<file path="src/rtl/fxa_pkg.sv">
// Package fxa_pkg
// Shared encodings for the multi-mode fixed-point adder/subtractor.
// Assumes the policy input is two bits wide and carries these codes.
package fxa_pkg;

    typedef enum logic [1:0] {
        POL_SAT   = 2'b00,
        POL_WRAP  = 2'b01,
        POL_SCALE = 2'b10,
        POL_BFP   = 2'b11
    } fxa_policy_e;

endpackage

</file>
<file path="src/rtl/fxa_sum_unit.sv">
// Module fxa_sum_unit
// Forms the exact W+1-bit sum or difference of two signed W-bit operands
// and reports whether that exact value fits back into W bits.
// Assumes two's-complement operands; the W+1-bit width makes even
// a - (most negative) exact, so no negation overflow can occur.
module fxa_sum_unit #(
    parameter int W = 16
) (
    input  logic [W-1:0] a_in,
    input  logic [W-1:0] b_in,
    input  logic         sub_in,
    output logic [W:0]   sum_full,
    output logic         no_fit
);

    localparam int EW = W + 1;

    logic [EW-1:0] a_ext;
    logic [EW-1:0] b_ext;
    logic [EW-1:0] b_eff;
    logic [EW-1:0] cin_vec;

    // Sign-extend both operands and build the conditionally inverted subtrahend.
    always_comb begin
        a_ext   = {a_in[W-1], a_in};
        b_ext   = {b_in[W-1], b_in};
        b_eff   = sub_in ? ~b_ext : b_ext;
        cin_vec = {{(EW-1){1'b0}}, sub_in};
    end

    // Exact sum; the carry-in completes the two's-complement negation.
    always_comb begin
        sum_full = a_ext + b_eff + cin_vec;
        no_fit   = sum_full[W] ^ sum_full[W-1];
    end

endmodule

</file>
<file path="src/rtl/fxa_halve_round.sv">
// Module fxa_halve_round
// Shifts the exact W+1-bit sum right by one into W bits and resolves the
// dropped bit by truncation or by round-half-to-even. An increment that
// would pass the most positive value is held at that value.
// Assumes the input is the exact sum from fxa_sum_unit.
module fxa_halve_round #(
    parameter int W = 16
) (
    input  logic [W:0]   sum_full,
    input  logic         round_en,
    output logic [W-1:0] halved
);

    localparam logic [W-1:0] POS_MAX = {1'b0, {(W-1){1'b1}}};

    logic [W-1:0] kept;
    logic         drop_bit;
    logic         bump;

    // Split the sum into the kept upper bits and the dropped LSB.
    always_comb begin
        kept     = sum_full[W:1];
        drop_bit = sum_full[0];
        bump     = round_en & drop_bit & kept[0];
    end

    // Apply the even-rounding increment, clamping at the positive limit.
    always_comb begin
        if (!bump) begin
            halved = kept;
        end else if (kept == POS_MAX) begin
            halved = POS_MAX;
        end else begin
            halved = kept + {{(W-1){1'b0}}, 1'b1};
        end
    end

endmodule

</file>
<file path="src/rtl/fxa_policy_mux.sv">
// Module fxa_policy_mux
// Chooses the final W+1-bit result and the shift flag from the exact sum,
// its overflow indication and the halved value, following the policy and
// the output-length select. W-bit results are sign-extended.
module fxa_policy_mux #(
    parameter int W = 16
) (
    input  fxa_pkg::fxa_policy_e policy,
    input  logic                 long_out,
    input  logic [W:0]           sum_full,
    input  logic                 no_fit,
    input  logic [W-1:0]         halved,
    output logic [W:0]           res_next,
    output logic                 shift_next
);

    import fxa_pkg::*;

    localparam logic [W-1:0] POS_MAX = {1'b0, {(W-1){1'b1}}};
    localparam logic [W-1:0] NEG_MIN = {1'b1, {(W-1){1'b0}}};

    logic [W-1:0] clamped;
    logic [W-1:0] low_bits;
    logic [W-1:0] narrow;
    logic         use_long;

    // Saturated candidate: exact low bits, or the limit named by the carry.
    always_comb begin
        low_bits = sum_full[W-1:0];
        if (no_fit) begin
            clamped = sum_full[W] ? NEG_MIN : POS_MAX;
        end else begin
            clamped = low_bits;
        end
    end

    // Pick the W-bit candidate and the shift flag for each policy.
    always_comb begin
        narrow     = low_bits;
        shift_next = 1'b0;
        use_long   = 1'b0;
        unique case (policy)
            POL_SAT: begin
                narrow = clamped;
            end
            POL_WRAP: begin
                narrow = low_bits;
            end
            POL_SCALE: begin
                narrow   = halved;
                use_long = long_out;
            end
            POL_BFP: begin
                narrow     = no_fit ? halved : low_bits;
                shift_next = no_fit & ~long_out;
                use_long   = long_out;
            end
            default: begin
                narrow = low_bits;
            end
        endcase
    end

    // Full-precision result or a sign-extended W-bit result.
    always_comb begin
        res_next = use_long ? sum_full : {narrow[W-1], narrow};
    end

endmodule

</file>
<file path="src/rtl/fxa_addsub.sv">
// Module fxa_addsub (top)
// Multi-mode fixed-point adder/subtractor for signed W-bit fractions.
// Policies: saturate, wrap, scale, block floating point; optional
// round-half-to-even of a dropped LSB; W or W+1-bit output length.
// Assumes a single clock; REG_OUT=1 gives one cycle of latency with a
// synchronous active-low reset, REG_OUT=0 gives a purely combinational path.
module fxa_addsub #(
    parameter int W       = 16,
    parameter bit REG_OUT = 1'b1
) (
    input  logic         clk,
    input  logic         rst_n,
    input  logic [W-1:0] op_a,
    input  logic [W-1:0] op_b,
    input  logic         do_sub,
    input  logic [1:0]   policy,
    input  logic         round_en,
    input  logic         long_out,
    output logic [W:0]   res,
    output logic         ovf_flag,
    output logic         shift_flag
);

    import fxa_pkg::*;

    logic [W:0]   sum_full;
    logic         no_fit;
    logic [W-1:0] halved;
    logic [W:0]   res_next;
    logic         shift_next;
    fxa_policy_e  pol_sel;

    // Interpret the raw policy code as the shared enumeration.
    always_comb begin
        pol_sel = fxa_policy_e'(policy);
    end

    fxa_sum_unit #(.W(W)) u_sum (
        .a_in     (op_a),
        .b_in     (op_b),
        .sub_in   (do_sub),
        .sum_full (sum_full),
        .no_fit   (no_fit)
    );

    fxa_halve_round #(.W(W)) u_half (
        .sum_full (sum_full),
        .round_en (round_en),
        .halved   (halved)
    );

    fxa_policy_mux #(.W(W)) u_mux (
        .policy     (pol_sel),
        .long_out   (long_out),
        .sum_full   (sum_full),
        .no_fit     (no_fit),
        .halved     (halved),
        .res_next   (res_next),
        .shift_next (shift_next)
    );

    generate
        if (REG_OUT) begin : g_reg
            // Output register with synchronous active-low clear.
            always_ff @(posedge clk) begin
                if (!rst_n) begin
                    res        <= '0;
                    ovf_flag   <= 1'b0;
                    shift_flag <= 1'b0;
                end else begin
                    res        <= res_next;
                    ovf_flag   <= no_fit;
                    shift_flag <= shift_next;
                end
            end
        end else begin : g_comb
            // Direct combinational outputs.
            always_comb begin
                res        = res_next;
                ovf_flag   = no_fit;
                shift_flag = shift_next;
            end
        end
    endgenerate

endmodule

</file>
<file path="config.mk">
export PLATFORM = sky130hd
export DESIGN_NAME = fxa_addsub
export DESIGN_NICKNAME = d
export VERILOG_FILES = /design/src/rtl/fxa_pkg.sv /design/src/rtl/fxa_sum_unit.sv /design/src/rtl/fxa_halve_round.sv /design/src/rtl/fxa_policy_mux.sv /design/src/rtl/fxa_addsub.sv
export SDC_FILE = /design/constraint.sdc
export NUM_CORES = 1
export LEC_CHECK = 0
export BUFFER_PORTS_ARGS = -buffer_cell sky130_fd_sc_hd__buf_2
export CAP_MARGIN = 0
export CORE_MARGIN = 2
export CORE_UTILIZATION = 50
export CTS_CLUSTER_DIAMETER = 50
export DETAILED_ROUTE_END_ITERATION = 6
export MAX_ROUTING_LAYER = met4
export PLACE_DENSITY = 0.82
export SYNTH_ARGS = -nofsm -noshare
export SYNTH_HDL_FRONTEND = slang
export SYNTH_SLANG_ARGS = --single-unit
</file>
<file path="constraint.sdc">
create_clock -name clk -period 7 [get_ports clk]
set_input_delay 0.35 -clock clk [delete_from_list [all_inputs] [get_ports clk]]
set_output_delay 0.35 -clock clk [all_outputs]
set_load 0.05 [all_outputs]
</file>
==> summary.txt, run 1 <==
Timing
  – Slew HR: 0.461
  – Period utilisation layout: 0.648
  – Max Freq: 220 MHz
  – Final TNS setup: 0 ps
  – Tightest Pin Transition: between 800 and 900 ps
  – RSZ-0062 raised after global routing: no
  – Fin. max-slew vios: 0
  – Post-layout min period: ~4500 ps
  – Final setup violation count: 0
  – Final Hold Vio Count: 0

Pwr
  – Total Power: 0.740 mW
  – IR drop worst, VDD: roughly 0.00015 V
  – Total leakage power: 1.30 nW
  – Pwr/cell area: ~250 mW/mm^2

Critical path
  – Critical Path Sink Type: register
  – Crit path required time: a little over 7000 ps
  – CP max FO: 16
  – Critical Path Source Type: primary input
  – Setup Crit Path Kind: primary input to register
  – Arr. time, crit path: approximately 4700 ps

Route
  – Initial DRC count: between 200 and 250
  – Routed wl met3: 514 um
  – DR vias: between 2,000 and 3,000
  – Met2 routed WL: 3360 um
  – Highest Signal Layer: met4
  – Number of vias per cell: ~6.3
  – Post-DRT Antenna Nets: 0
  – First-pass detailed-route iteration total: 5
  – M1 WL: 3230 um
  – DR WL/cell: between 15 and 20 um
  – DR DRC count: 0
  – Total wire length: between 7000 and 8000 um

Final layout
  – Layout net count: approximately 460
  – Fillers: about 490
  – Area of the multi-input gates: roughly 0.0021 sq mm
  – Diode count: 0
  – Register area: approximately 380 sq um
  – Layout Area Growth over Synthesis: 12.9%
  – Layout cells sized above 1: 0.213

Clock tree
  – TritonCTS Buffers: 3
  – CTS tree: yes
  – Setup repair bufs after CTS: 0
  – CTS Root Cell: clkbuf_8
  – Post-cts repair resize count: 0
  – Clock sinks: 19
  – Hold-fix buffers at CTS: 0
  – H-tree depth: 1
  – Maximum buffer depth of the clock tree: 2
  – Clock Pin Slew Worst Setup and Hold Paths: 70 ps

Logic synthesis
  – Synth Area in Compound Gates: 0.339
  – Distinct cells, synth: just over 70
  – Fraction of synthesis flops using an asynchronous set or reset pin: 0
  – Syn Inst Count: roughly 350
  – XOR/XNOR Fraction of Synth Area: 0.0925
  – Ys flop type: dfxtp_1
  – Post-synthesis mux area share: 0.0161
  – Yosys reg bits: 19
  – Simple-Gate Fraction of Synth Area: 0.270
  – EDFF count, synth: 0
  – Post-Synth Adder-Cell Area: 0.0878
  – Sequential share of the synthesized area: 0.144
  – Synth Warn #: 0
  – Net count after synthesis: between 400 and 500
  – Synthesized area per cell: roughly 7.5 sq um
  – Largest family of logic cells by synthesized area: compound AO/OA/AOI/OAI gates
  – Mapped cell area: approximately 0.0027 sq mm

Global route
  – Number of global-route vias before repair: 2,616
  – Largest net degree at the start of global routing: 17
  – Gr ovfl total: 0
  – First-pass GRT wire length: 11,900 um
  – Antenna violations before repair: 0
  – Total track usage: 0.245

Floorplanning
  – Chip Width: around 77 um
  – Row count: 26
  – Initial Utilization: 0.519
  – I/O pins: 58
  – CORE AREA: about 0.0051 sq mm
  – Die Y-Extent: approximately 77 um
  – DIE AREA: between 0.005 and 0.006 sq mm

Flow run
  – MaxCap Viol Count: 0

Place
  – IO buf count: 57
  – Placer Congestion: about 0.98
  – DP HPWL: between 5000 and 6000 um

Worst hold path
  – Hold Path Class: primary input to register

Outcome
  – Run status: finished, final reports clean
[final cells by class]
class / count / area share
clock buffer: 4 / 0.0151
sequential: 19 / 0.127
tap: 70 / 0.0293
timing repair buffer: 58 / 0.0979
multi-input combinational: 304 / 0.713
inverter: 14 / 0.0176
[cells in the mapped netlist (2+ instances only)]
library cell / n / area [sq um]
a211oi_1: 4 / 30.0
a211oi_4: 2 / 40.0
a21o_1: 8 / 60.1
a21oi_1: 44 / 220
a311oi_1: 2 / 17.5
a31oi_1: 6 / 37.5
and2_1: 2 / 12.5
and3_1: 6 / 37.5
and4_4: 2 / 22.5
buf_2: 7 / 35.0
buf_6: 2 / 22.5
clkbuf_1: 6 / 22.5
dfxtp_1: 19 / 380
ha_1: 17 / 213
inv_1: 13 / 48.8
mux2i_1: 2 / 20.0
nand2_1: 36 / 135
nand2b_1: 3 / 18.8
nand3_1: 12 / 60.1
nand3b_1: 2 / 15.0
nand4_1: 8 / 50.1
nand4_4: 2 / 42.5
nor2_1: 20 / 75.1
nor2b_1: 5 / 31.3
nor3_1: 5 / 25.0
nor3b_1: 3 / 22.5
nor4_1: 3 / 18.8
nor4b_1: 2 / 17.5
o211a_1: 3 / 30.0
o211ai_1: 4 / 30.0
o21a_1: 4 / 30.0
o21ai_0: 20 / 100
o21ai_1: 2 / 10.0
o21ba_2: 2 / 20.0
o221a_2: 2 / 22.5
o22ai_1: 4 / 25.0
o31ai_1: 3 / 22.5
o32ai_1: 3 / 26.3
o41ai_1: 3 / 26.3
or3_1: 2 / 12.5
xnor2_1: 8 / 70.1
xor2_1: 20 / 175
[registers in the layout, indices dropped and copies added, names as in the netlist]
register / count
ovf_flag: 1
res: 17
shift_flag: 1
[stage by stage]
stage	util	std cells	setup WS (ps)	cell area (sq um)	hold WS (ps)
6_report	0.586	469	2460	2990	426
5_1_grt	0.586	469	2130	2990	431
4_1_cts	0.586	469	2540	2990	422
3_5_place_dp	0.577	465	2260	2950	688
3_3_place_gp	0.577	465	2280	2950	684
2_1_floorplan	-	353	2770	2650	496
[cell usage in the layout (no fill, tap or decap), types with 4 or more instances in the layout]
cell,instances
nand3_1,12
nor2b_1,5
o22ai_1,4
buf_2,57
and3_1,6
o21a_1,4
a211oi_1,4
nand2_1,36
nand4_1,8
inv_1,13
xor2_1,20
o211ai_1,4
nor2_1,20
a21o_1,8
xnor2_1,8
a21oi_1,44
ha_1,17
a31oi_1,6
o21ai_0,20
nor3_1,5
dfxtp_1,19
[path summary, 6_finish.rpt]
check	startpoint	end	cells after the start	slack [ps]
hold / removal	policy[0]	shift_flag	2	430
setup / recovery	do_sub	res[4]	17	2460
[power breakdown]
part / internal [mW] / total, mW / switching, mW
clock: 0.0405 / 0.0750 / 0.0346
sequential: 0.134 / 0.139 / 0.00494
combinational: 0.170 / 0.526 / 0.356
total: 0.344 / 0.740 / 0.396
[metal layers]
layer	up-vias	global-route usage
met1	1348	0.306
met4	0	0.0873
met5	-	-
met2	160	0.411
li1	1427	-
met3	24	0.0247
[critical path: stages]
cell and delay [ps]:
buf_2 370, xor2_1 130, ha_1 410, a21oi_1 360, a211oi_1 160, or2_2 320, o221a_2 260, nor2_1 220
inv_1 120, ha_1 380, inv_1 210, o21ai_0 200, a211oi_1 570, buf_4 270, o21a_1 140, o41ai_1 70
a31oi_1 160
[cell families after synthesis]
family / after synthesis
AOI/OAI and AO/OA: 130
and+or+nand+nor: 125
muxes: 3
xor gates and xnor gates: 28
DFF: 19
adders and majority gates: 18
buffers and inverters: 30
Note: power is estimated with default switching activity, not from simulation.
==> inputs of run 2 (changes only) <==
clock period = 4.5 ns   (was 7 ns; I/O delays follow)
==> run 2 against run 1 <==
Worst setup slack got worse by 2000 ps. Critical endpoint is now res[11]. Highest routed layer unchanged. Count of clock-buffer cells in the layout did not move. Via count fell by 0.78%. Critical path type unchanged. Die area did not move. Core utilization rose by 1.0 points. The run now ends with DRC left.
==> summary.txt, run 2 (synthesized netlist as in run 1, its figures left out) <==
Outcome
  – Run status: complete, but fails checks
  – Failing checks: DRC

Global route
  – Largest net degree at the start of global routing: 15 (-2)
  – Gr ovfl total: 0 (unchanged)
  – First-pass GRT wire length: 12,300 um (+4.0%)
  – Antenna violations before repair: 0 (unchanged)
  – Number of global-route vias before repair: 2,676 (+2.3%)
  – Total track usage: 0.258 (+0.0130)

Critical path
  – Critical Path Source Type: primary input
  – Critical-path top delay cell: xor2_1
  – Arr. time, crit path: 4220 ps (-500 ps)
  – Crit path largest cell delay: 420 ps (-150 ps)
  – Setup Crit Path Kind: primary input to register
  – Number of buffer and inverter stages on the critical path: 4 (unchanged)
  – Critical Path Sink Type: register
  – CP Cell Sequence: buf_2, buf_4, xor2_1, ha_1, a21oi_1, nand2_1, nor4_1, o31ai_1, xor2_1, ha_1, inv_1, o21ai_0, a211oi_1, buf_4, a21oi_1, a311oi_1
  – CP max FO: 12 (-4)
  – CP delay by family, top: compound AO/OA/AOI/OAI gates
  – Crit path required time: 4650 ps (-2530 ps)

Route
  – Post-DRT Antenna Nets: 0 (unchanged)
  – Total wire length: 7420 um (+1.9%)
  – DR vias: 2,936 (-0.78%)
  – First-pass detailed-route iteration total: 7 (+2)
  – DR DRC count: 2 (+2)
  – DR WL/cell: 15.6 um (+0.44%)
  – Initial DRC count: 219 (+4.8%)
  – Number of vias per cell: 6.17 (-2.2%)

Final layout
  – Layout cells sized above 1: 0.227 (+0.0136)
  – Layout Area Growth over Synthesis: 14.9%
  – Layout net count: 464 (+1.5%)
  – Largest Register: res
  – Diode count: 0 (unchanged)
  – Commonest non-fill, non-tap cell in the layout: buf_2
  – Fin cells: 476 (+1.5%)
  – Most frequent cells in the layout: 57 x buf_2, 44 x a21oi_1, 36 x nand2_1
  – Largest register FFs: 17 (unchanged)
  – Largest regs: res: 17 flops, ovf_flag: 1 flops, shift_flag: 1 flops

Clock tree
  – CTS Root Cell: clkbuf_8
  – TritonCTS Buffers: 3 (unchanged)
  – Maximum buffer depth of the clock tree: 2 (unchanged)
  – CTS tree: yes
  – Hold-fix buffers at CTS: 0 (unchanged)
  – Clock Pin Slew Worst Setup and Hold Paths: 70 ps (about the same)
  – Setup repair bufs after CTS: 0 (unchanged)
  – Post-cts repair resize count: 0 (unchanged)
  – Clock sinks: 19 (unchanged)
  – H-tree depth: 1 (unchanged)

Floorplanning
  – Chip Width: 76.8 um (unchanged)
  – Initial Utilization: 0.519 (unchanged)
  – DIE AREA: 0.00590 sq mm (unchanged)
  – Die Y-Extent: 76.8 um (unchanged)
  – CORE AREA: 0.00511 sq mm (unchanged)
  – I/O pins: 58 (unchanged)
  – Row count: 26 (unchanged)

Pwr
  – Sequential share of power: 0.185 (-0.002)
  – Switching share of total power: 0.531 (-0.00461)
  – Pwr/cell area: 381 mW/mm^2 (+54%)
  – Clk pwr share: 0.101 (about the same)
  – IR drop worst, VDD: 0.000172 V (+12%)
  – Comb pwr share: 0.714 (+0.003)
  – Total leakage power: 1.33 nW (+2.6%)
  – P_int: 0.545 mW (+58%)
  – Total Power: 1.16 mW (+57%)
  – Psw: 0.616 mW (+56%)

Timing
  – Period utilisation layout: 0.905
  – Worst setup margin: 428 ps (-2030 ps)
  – Fin. max-slew vios: 0 (unchanged)
  – Final setup violation count: 0 (unchanged)
  – Post-layout min period: about 4100 ps
  – Tightest Pin Transition: 636 ps (-166 ps)
  – Max Freq: approximately 250 MHz
  – RSZ-0062 raised after global routing: no
  – Final Hold Vio Count: 0 (unchanged)
  – Final TNS setup: 0 ps (unchanged)
  – Slew HR: 0.573 (+0.112)

Flow run
  – MaxCap Viol Count: 0 (unchanged)

Place
  – Placed cell count: 472 (+1.5%)
  – Placer Congestion: 0.967 (-1.5%)
  – Pre-CTS setup slack: 262 ps (-2000 ps)
  – DP HPWL: 6010 um (+4.6%)
  – IO buf count: 57 (unchanged)

Worst hold path
  – Hold Path Class: primary input to register
run 2: cell types whose count changed in the layout (fill, tap and decap cells not counted), sizes merged:
cell | before | now
buf | 58 | 65
run 2: worst paths after layout:
path | startpoint | endpoint | slack (ps) | depth (start not counted)
setup / recovery | do_sub | res[11] | 430 | 16
hold / removal | policy[0] | shift_flag | 300 | 2
run 2: power by group through the flow:
stage	sequential [mW]	combinational (mW)	clock, mW
floorplan	0.362	0.492	0
global placement	0.219	0.806	0
detailed placement	0.219	0.813	0
CTS	0.215	0.815	0.120
global route	0.219	0.897	0.128
finish	0.215	0.828	0.117
run 2: layout make-up:
class | count | area (sq um)
inverters | 14 | 52.6
repair buffers | 65 | 345
well taps | 70 | 87.6
fillers | 496 | 2060
clock buffers | 4 | 45.0
flip-flops and latches | 19 | 380
multi-input cells | 304 | 2130
run 2: stage by stage:
stage	util	hold WS, ps	area [sq um]
floorplan	-	371	2650
global placement	0.587	560	3000
detailed placement	0.587	566	3000
CTS	0.596	290	3040
global route	0.596	309	3040
finish	0.596	301	3040
run 2: per-layer routing:
metal  up-vias  wire (um)  GRT usage  share of wire
met2       146       3380      0.414           0.46
met1      1320       3280      0.324           0.44
met5         -          0          -              0
li1       1441          -          -              -
met4         0        284      0.120          0.038
met3        29        475     0.0282          0.064
